--- src/rtl/disp_pkg.sv ---
package disp_pkg;
  typedef enum logic [1:0] {
    DST_NONE  = 2'b00,
    DST_CACHE = 2'b01,
    DST_MEM   = 2'b10
  } dst_e;
endpackage

--- src/rtl/disp_bank_pick.sv ---
module disp_bank_pick #(
  parameter int BANK_W = 3,
  parameter int CNT_W  = 6,
  localparam int NB    = 1 << BANK_W
) (
  input  logic [BANK_W-1:0]   bank_i,
  input  logic [NB*CNT_W-1:0] pend_i,
  output logic [CNT_W-1:0]    cnt_o
);
  logic [CNT_W-1:0] cnt_arr [NB];

  for (genvar g = 0; g < NB; g++) begin : g_unpack
    assign cnt_arr[g] = pend_i[g*CNT_W +: CNT_W];
  end

  assign cnt_o = cnt_arr[bank_i];
endmodule

--- src/rtl/disp_exp_lat.sv ---
module disp_exp_lat #(
  parameter int CNT_W  = 6,
  parameter int LAT_W  = 8,
  localparam int EXP_W = CNT_W + LAT_W
) (
  input  logic [CNT_W-1:0] cnt_i,
  input  logic [LAT_W-1:0] lat_i,
  output logic [EXP_W-1:0] exp_o
);
  // widen both operands so the full product is kept
  assign exp_o = EXP_W'(cnt_i) * EXP_W'(lat_i);

  always_comb begin
    if (lat_i != '0) begin
      assert_no_overflow_R5: assert (exp_o >= EXP_W'(cnt_i));
    end
  end
endmodule

--- src/rtl/disp_route.sv ---
module disp_route
  import disp_pkg::*;
#(
  parameter int EXP_W = 14
) (
  input  logic             dirty_i,
  input  logic             hit_i,
  input  logic [EXP_W-1:0] exp_cache_i,
  input  logic [EXP_W-1:0] exp_mem_i,
  output dst_e             dst_o
);
  always_comb begin
    if (dirty_i)                  dst_o = DST_CACHE;
    else if (!hit_i)              dst_o = DST_MEM;
    else if (exp_mem_i < exp_cache_i) dst_o = DST_MEM;
    else                          dst_o = DST_CACHE; // ties favour cache
  end

  always_comb begin
    assert_route_onehot_R6: assert ($onehot(dst_o));
  end
endmodule

--- src/rtl/req_dispatch.sv ---
module req_dispatch
  import disp_pkg::*;
#(
  parameter int ADDR_W     = 32,
  parameter int CNT_W      = 6,
  parameter int LAT_W      = 8,
  parameter int C_BANK_W   = 3,
  parameter int C_BANK_LSB = 6,
  parameter int M_BANK_W   = 3,
  parameter int M_BANK_LSB = 13,
  localparam int C_NB      = 1 << C_BANK_W,
  localparam int M_NB      = 1 << M_BANK_W,
  localparam int EXP_W     = CNT_W + LAT_W
) (
  input  logic                   clk_i,
  input  logic                   rst_ni,
  input  logic                   req_valid_i,
  output logic                   req_ready_o,
  input  logic [ADDR_W-1:0]      req_addr_i,
  input  logic                   req_dirty_i,
  input  logic                   req_hit_i,
  input  logic [C_NB*CNT_W-1:0]  cache_pend_i,
  input  logic [M_NB*CNT_W-1:0]  mem_pend_i,
  input  logic [LAT_W-1:0]       cache_lat_i,
  input  logic [LAT_W-1:0]       mem_lat_i,
  output logic                   cache_valid_o,
  input  logic                   cache_ready_i,
  output logic                   mem_valid_o,
  input  logic                   mem_ready_i,
  output logic [ADDR_W-1:0]      disp_addr_o,
  output logic [1:0]             disp_sel_o
);
  logic [CNT_W-1:0] n_cache, n_mem;
  logic [EXP_W-1:0] e_cache, e_mem;
  dst_e             dst_d, dst_q;
  logic             out_valid_q;
  logic [ADDR_W-1:0] out_addr_q;
  logic             out_fire, in_fire;

  disp_bank_pick #(.BANK_W(C_BANK_W), .CNT_W(CNT_W)) u_pick_cache (
    .bank_i (req_addr_i[C_BANK_LSB +: C_BANK_W]),
    .pend_i (cache_pend_i),
    .cnt_o  (n_cache)
  );

  disp_bank_pick #(.BANK_W(M_BANK_W), .CNT_W(CNT_W)) u_pick_mem (
    .bank_i (req_addr_i[M_BANK_LSB +: M_BANK_W]),
    .pend_i (mem_pend_i),
    .cnt_o  (n_mem)
  );

  disp_exp_lat #(.CNT_W(CNT_W), .LAT_W(LAT_W)) u_exp_cache (
    .cnt_i (n_cache),
    .lat_i (cache_lat_i),
    .exp_o (e_cache)
  );

  disp_exp_lat #(.CNT_W(CNT_W), .LAT_W(LAT_W)) u_exp_mem (
    .cnt_i (n_mem),
    .lat_i (mem_lat_i),
    .exp_o (e_mem)
  );

  disp_route #(.EXP_W(EXP_W)) u_route (
    .dirty_i     (req_dirty_i),
    .hit_i       (req_hit_i),
    .exp_cache_i (e_cache),
    .exp_mem_i   (e_mem),
    .dst_o       (dst_d)
  );

  assign out_fire    = out_valid_q &&
                       (((dst_q == DST_CACHE) && cache_ready_i) ||
                        ((dst_q == DST_MEM)   && mem_ready_i));
  assign req_ready_o = !out_valid_q || out_fire;
  assign in_fire     = req_valid_i && req_ready_o;

  // decision is latched at acceptance and never re-evaluated while held
  always_ff @(posedge clk_i or negedge rst_ni) begin
    if (!rst_ni) begin
      out_valid_q <= 1'b0;
      dst_q       <= DST_NONE;
      out_addr_q  <= '0;
    end else if (in_fire) begin
      out_valid_q <= 1'b1;
      dst_q       <= dst_d;
      out_addr_q  <= req_addr_i;
    end else if (out_fire) begin
      out_valid_q <= 1'b0;
    end
  end

  assign cache_valid_o = out_valid_q && (dst_q == DST_CACHE);
  assign mem_valid_o   = out_valid_q && (dst_q == DST_MEM);
  assign disp_addr_o   = out_addr_q;
  assign disp_sel_o    = dst_q;

  assert_dirty_to_cache_R1: assert property (@(posedge clk_i) disable iff (!rst_ni)
    (req_valid_i && req_ready_o && req_dirty_i) |=> (cache_valid_o && !mem_valid_o));

  assert_miss_to_mem_R2: assert property (@(posedge clk_i) disable iff (!rst_ni)
    (req_valid_i && req_ready_o && !req_dirty_i && !req_hit_i) |=> (mem_valid_o && !cache_valid_o));

  assert_single_valid_R6: assert property (@(posedge clk_i) disable iff (!rst_ni)
    $onehot0({cache_valid_o, mem_valid_o}));

  assert_sel_onehot_R6: assert property (@(posedge clk_i) disable iff (!rst_ni)
    (cache_valid_o || mem_valid_o) |-> $onehot(disp_sel_o));

  assert_cache_hold_R7: assert property (@(posedge clk_i) disable iff (!rst_ni)
    (cache_valid_o && !cache_ready_i) |=> (cache_valid_o && $stable(disp_addr_o)));

  assert_mem_hold_R7: assert property (@(posedge clk_i) disable iff (!rst_ni)
    (mem_valid_o && !mem_ready_i) |=> (mem_valid_o && $stable(disp_addr_o)));

  assert_no_accept_stall_R8: assert property (@(posedge clk_i) disable iff (!rst_ni)
    ((cache_valid_o && !cache_ready_i) || (mem_valid_o && !mem_ready_i)) |-> !req_ready_o);
endmodule

--- config.mk ---
export PLATFORM = sky130hd
export DESIGN_NAME = req_dispatch
export DESIGN_NICKNAME = d
export VERILOG_FILES = /design/src/rtl/disp_pkg.sv /design/src/rtl/disp_bank_pick.sv /design/src/rtl/disp_exp_lat.sv /design/src/rtl/disp_route.sv /design/src/rtl/req_dispatch.sv
export SDC_FILE = /design/constraint.sdc
export NUM_CORES = 1
export LEC_CHECK = 0
export ABC_CLOCK_PERIOD_IN_PS = 1550
export BUFFER_PORTS_ARGS = -buffer_cell sky130_fd_sc_hd__buf_2
export CAP_MARGIN = 20
export CORE_MARGIN = 8
export CORE_UTILIZATION = 48
export CTS_BUF_LIST = sky130_fd_sc_hd__clkbuf_2
export DETAILED_ROUTE_END_ITERATION = 7
export GPL_ROUTABILITY_DRIVEN = 0
export PLACE_DENSITY = 0.81
export SLEW_MARGIN = 40
export SYNTH_ARGS = -nofsm -noshare
export SYNTH_HDL_FRONTEND = slang
export SYNTH_SLANG_ARGS = --single-unit
--- constraint.sdc ---
create_clock -name clk_i -period 1.55 [get_ports clk_i]
set_input_delay 0.0775 -clock clk_i [delete_from_list [all_inputs] [get_ports clk_i]]
set_output_delay 0.0775 -clock clk_i [all_outputs]
set_load 0.01 [all_outputs]
==> impl_results.md <==
* Vias in the first global route at 5735
* Vias at 5216
* I/O pins at 188
* Total power at 12.62 mW
* CP most frequent cell: fa_1
* Slowest CP cell: fa_1
* Layout cell share with drive strength beyond 1 at 0.5102
* Leakage at 4.227 nW
* Buf/Inv on CP at 3
* Register area share after synthesis at 0.1660
* Final Max Slew Viols at 0
* FF+latch count, synth at 35
* RSZ-0062 raised after global routing: yes
* Final Core Density at 0.7748
* Int Pwr at 7.114 mW
* Cts bufs inserted at 5
* Violated checks: negative setup slack
* Number of synthesized flops with an enable pin at 0
* Period utilization at 3.242
* Net Sw Frac at 0.4364
* Post-Syn Instances at 499
* CP max FO at 6
* Site Rows at 38
* Max Freq at 199.0 MHz
* Post-Route Setup TNS at -10020 ps
* H-tree depth at 2
* ANT cells at 0
* Hold crit path type: input port to register
* Synth Cell Area at 5275 sq um
* Root Driver: clkbuf_2
* Worst slew pin tran at 531.4 ps
* Post-route DRC at 0
* Hold depth at 4
* Reg2reg start: disp_sel_o[1]$_DFFE_PN0P_
* Initial DRC Count at 244
* Global route overflow at 0
* Commonest non-fill, non-tap cell in the layout: buf_2
* Via-to-Cell Ratio at 5.339
* Final setup viols at 34
* CTS Buffer Depth at 2
* Die ar. at 14600 sq um
* Die Y at 120.8 microns
* Synth warn at 0
* Die width at 120.8 microns
* Worst r2r path cells at 6
* Worst Skew at 11.00 ps
* Final std cells w/o fill at 977
* Reg-to-Reg End: disp_addr_o[18]$_DFFE_PN0P_
* Synthesized Nets at 757
* Drt wl/cell at 18.50 microns
* Initial antenna violation count at 0
* Reg2Reg Setup Slack at -140 ps
* Number of library cell types mapped by synthesis at 47
* CTS tree: yes
* # placed instances at 897
* CP required at 1820 ps
* Clock power frac at 0.031
* CTS sink cnt at 35
* # Max-Cap Violations at 0
* Initial Util at 0.4888
* Worst Setup Start Kind: input port
* Slew headroom at 0.6365
* Average cell area after synthesis at 10.57 sq um
* Critical path type: input port to register
* Core area at 10790 sq um
* Most used cells in the layout excluding fill and tap cells: 181 x buf_2, 102 x buf_4, 68 x nor2b_1
* Net switching power at 5.509 mW
* I/O Buffers at 187
* HPWL after DPL at 12550 microns
* DRT Wirelength at 18070 microns
* Worst vdd ir at 1.156 mV
* Crit path largest cell delay at 570 ps
* Fin worst setup slack at -3475 ps
* PD cells at 1510 nW/um^2
* Clock Latency Late Sink at 360 ps
* Crit-path leading delay family: adder cells
* Outcome: complete, but fails checks
* Crit end category: register
* Hold Crit Start: req_dirty_i
* Area leader, netlist: fa_1
* NumNets Final at 1095
* Top area cells in the synthesized netlist: fa_1 19%, dfrtp_1 17%, ha_1 14%
* P&R area growth vs syn at 58.52%
* First-pass GRT wire length at 27540 microns
* Critical Path AT at 5290 ps
* Worst path cell trace: buf_6 > mux4_2 > mux2i_4 > and2b_1 > fa_1 > fa_1 > inv_1 > fa_1 > inv_1 > ha_4 > a21oi_4 > o21ai_2 > or4_4 > a211o_1 > nand3_2 > ha_1 > and4_1 > a221oi_2 > o2111ai_2 > o211a_1
* Largest net degree at the start of global routing at 36
* Clock-pin transition on the worst setup and hold timing paths at 170 ps
* Predominant post-synthesis flop cell: dfrtp_1
* Crit path time final at 5025 ps
* Post-synth ARST share at 1.000
* Final hold violations at 0
* Endpoint with the worst hold slack: disp_sel_o[1]$_DFFE_PN0P_
* Reg power frac at 0.134
* Share of the synthesized area in the top cell type at 0.1898
* Comb power frac at 0.835
* Antenna Violating Nets Remaining at 0
* GRT Overall Usage at 0.2323
* DR pass1 iterations at 4
-- cells in the mapped netlist (all sizes together) (4+ instances only) --
library cell,number
fa,50
a21oi,7
ha,57
nor2,13
mux2i,13
and2b,4
mux4,24
mux2,32
inv,65
nand3,4
nand2,16
buf,8
o21ai,5
dfrtp,35
nor2b,75
xor2,7
nand2b,27
nor3,9
xnor2,7
a21o,7
-- cell type report --
class,count,area (sq um)
clock buffers,5,25.02
multi-input cells,390,4623
fillers,620,2431
well taps,140,175.2
inverters,65,244.0
clock inverters,2,8.758
flip-flops and latches,35,875.8
repair buffers,340,2410
-- state kept, by name, indices dropped and copies added (netlist names) --
name         count
disp_addr_o     32
disp_sel_o       2
out_valid_q      1
-- power groups by stage --
| stage | combinational, mW | clock [mW] | sequential, mW |
|---|---|---|---|
| 6_report | 10.5 | 0.392 | 1.69 |
| 2_1_floorplan | 5.80 | 0 | 1.87 |
| 5_1_grt | 11.6 | 0.441 | 1.74 |
| 4_1_cts | 9.80 | 0.399 | 1.66 |
| 3_5_place_dp | 8.87 | 0 | 1.64 |
| 3_3_place_gp | 8.50 | 0 | 1.65 |
-- logic make-up (layout without fill, tap and decap cells) --
family                   after synthesis  after routing  share of synthesized area
flip-flops                            35             35                     0.1660
multiplexers                          69             69                     0.1992
adder cells (fa/ha/maj)              107            107                     0.3250
AND/OR/NAND/NOR                      164            164                     0.1845
AO/OA/AOI/OAI                         36             36                    0.04744
XOR/XNOR                              14             14                    0.02325
buffers and inverters                 74            412                    0.05455
-- per-stage QoR --
step                hold slack, ps  worst slack, ps  cell area [sq um]
detailed placement           185.9            -4116               7338
global placement             172.1            -3938               7338
floorplan                   -218.1            -3534               5677
finish                       77.99            -3475               8362
CTS                          62.10            -3272               8182
global route                 75.84            -3605               8362
-- layer usage --
layer | global-route usage | part of all wire | routed length, microns | vias up
li1 | - | - | - | 2376
met4 | 0.07104 | 0.032 | 582 | 0
met5 | 0 | 0 | 0 | -
met1 | 0.2571 | 0.36 | 6588 | 2599
met3 | 0.04336 | 0.052 | 945 | 52
met2 | 0.4373 | 0.55 | 9953 | 189
-- what timing repair did --
| item | CTS | global route |
|---|---|---|
| gates cloned | 5 | 0 |
| setup endpoints to repair | 34 | 35 |
| hold buffers | 30 | 0 |
| pin swaps | 27 | 22 |
| buffers inserted | 25 | 17 |
| gates resized for setup | 53 | 20 |
| hold endpoints to repair | 64 | 0 |
-- worst register-to-register path, cell delays in order, from the launching register on --
cell      delay [ps]
dfrtp_1          450
nand3b_1         230
a31oi_4          280
buf_6            140
buf_6             90
buf_12           130
mux2_4           310
-- worst max-delay path by stage --
stage                        start                   endpoint  slack, ps  cells after the start
floorplan           req_addr_i[13]  disp_sel_o[0]$_DFFE_PN0P_      -3530                     20
global placement     req_addr_i[6]  disp_sel_o[0]$_DFFE_PN0P_      -3940                     19
detailed placement   req_addr_i[6]  disp_sel_o[0]$_DFFE_PN0P_      -4120                     21
CTS                 req_addr_i[13]  disp_sel_o[0]$_DFFE_PN0P_      -3270                     20
global route        req_addr_i[13]  disp_sel_o[0]$_DFFE_PN0P_      -3610                     22
finish              req_addr_i[14]  disp_sel_o[0]$_DFFE_PN0P_      -3480                     20
(Power assumes the default switching activity.)
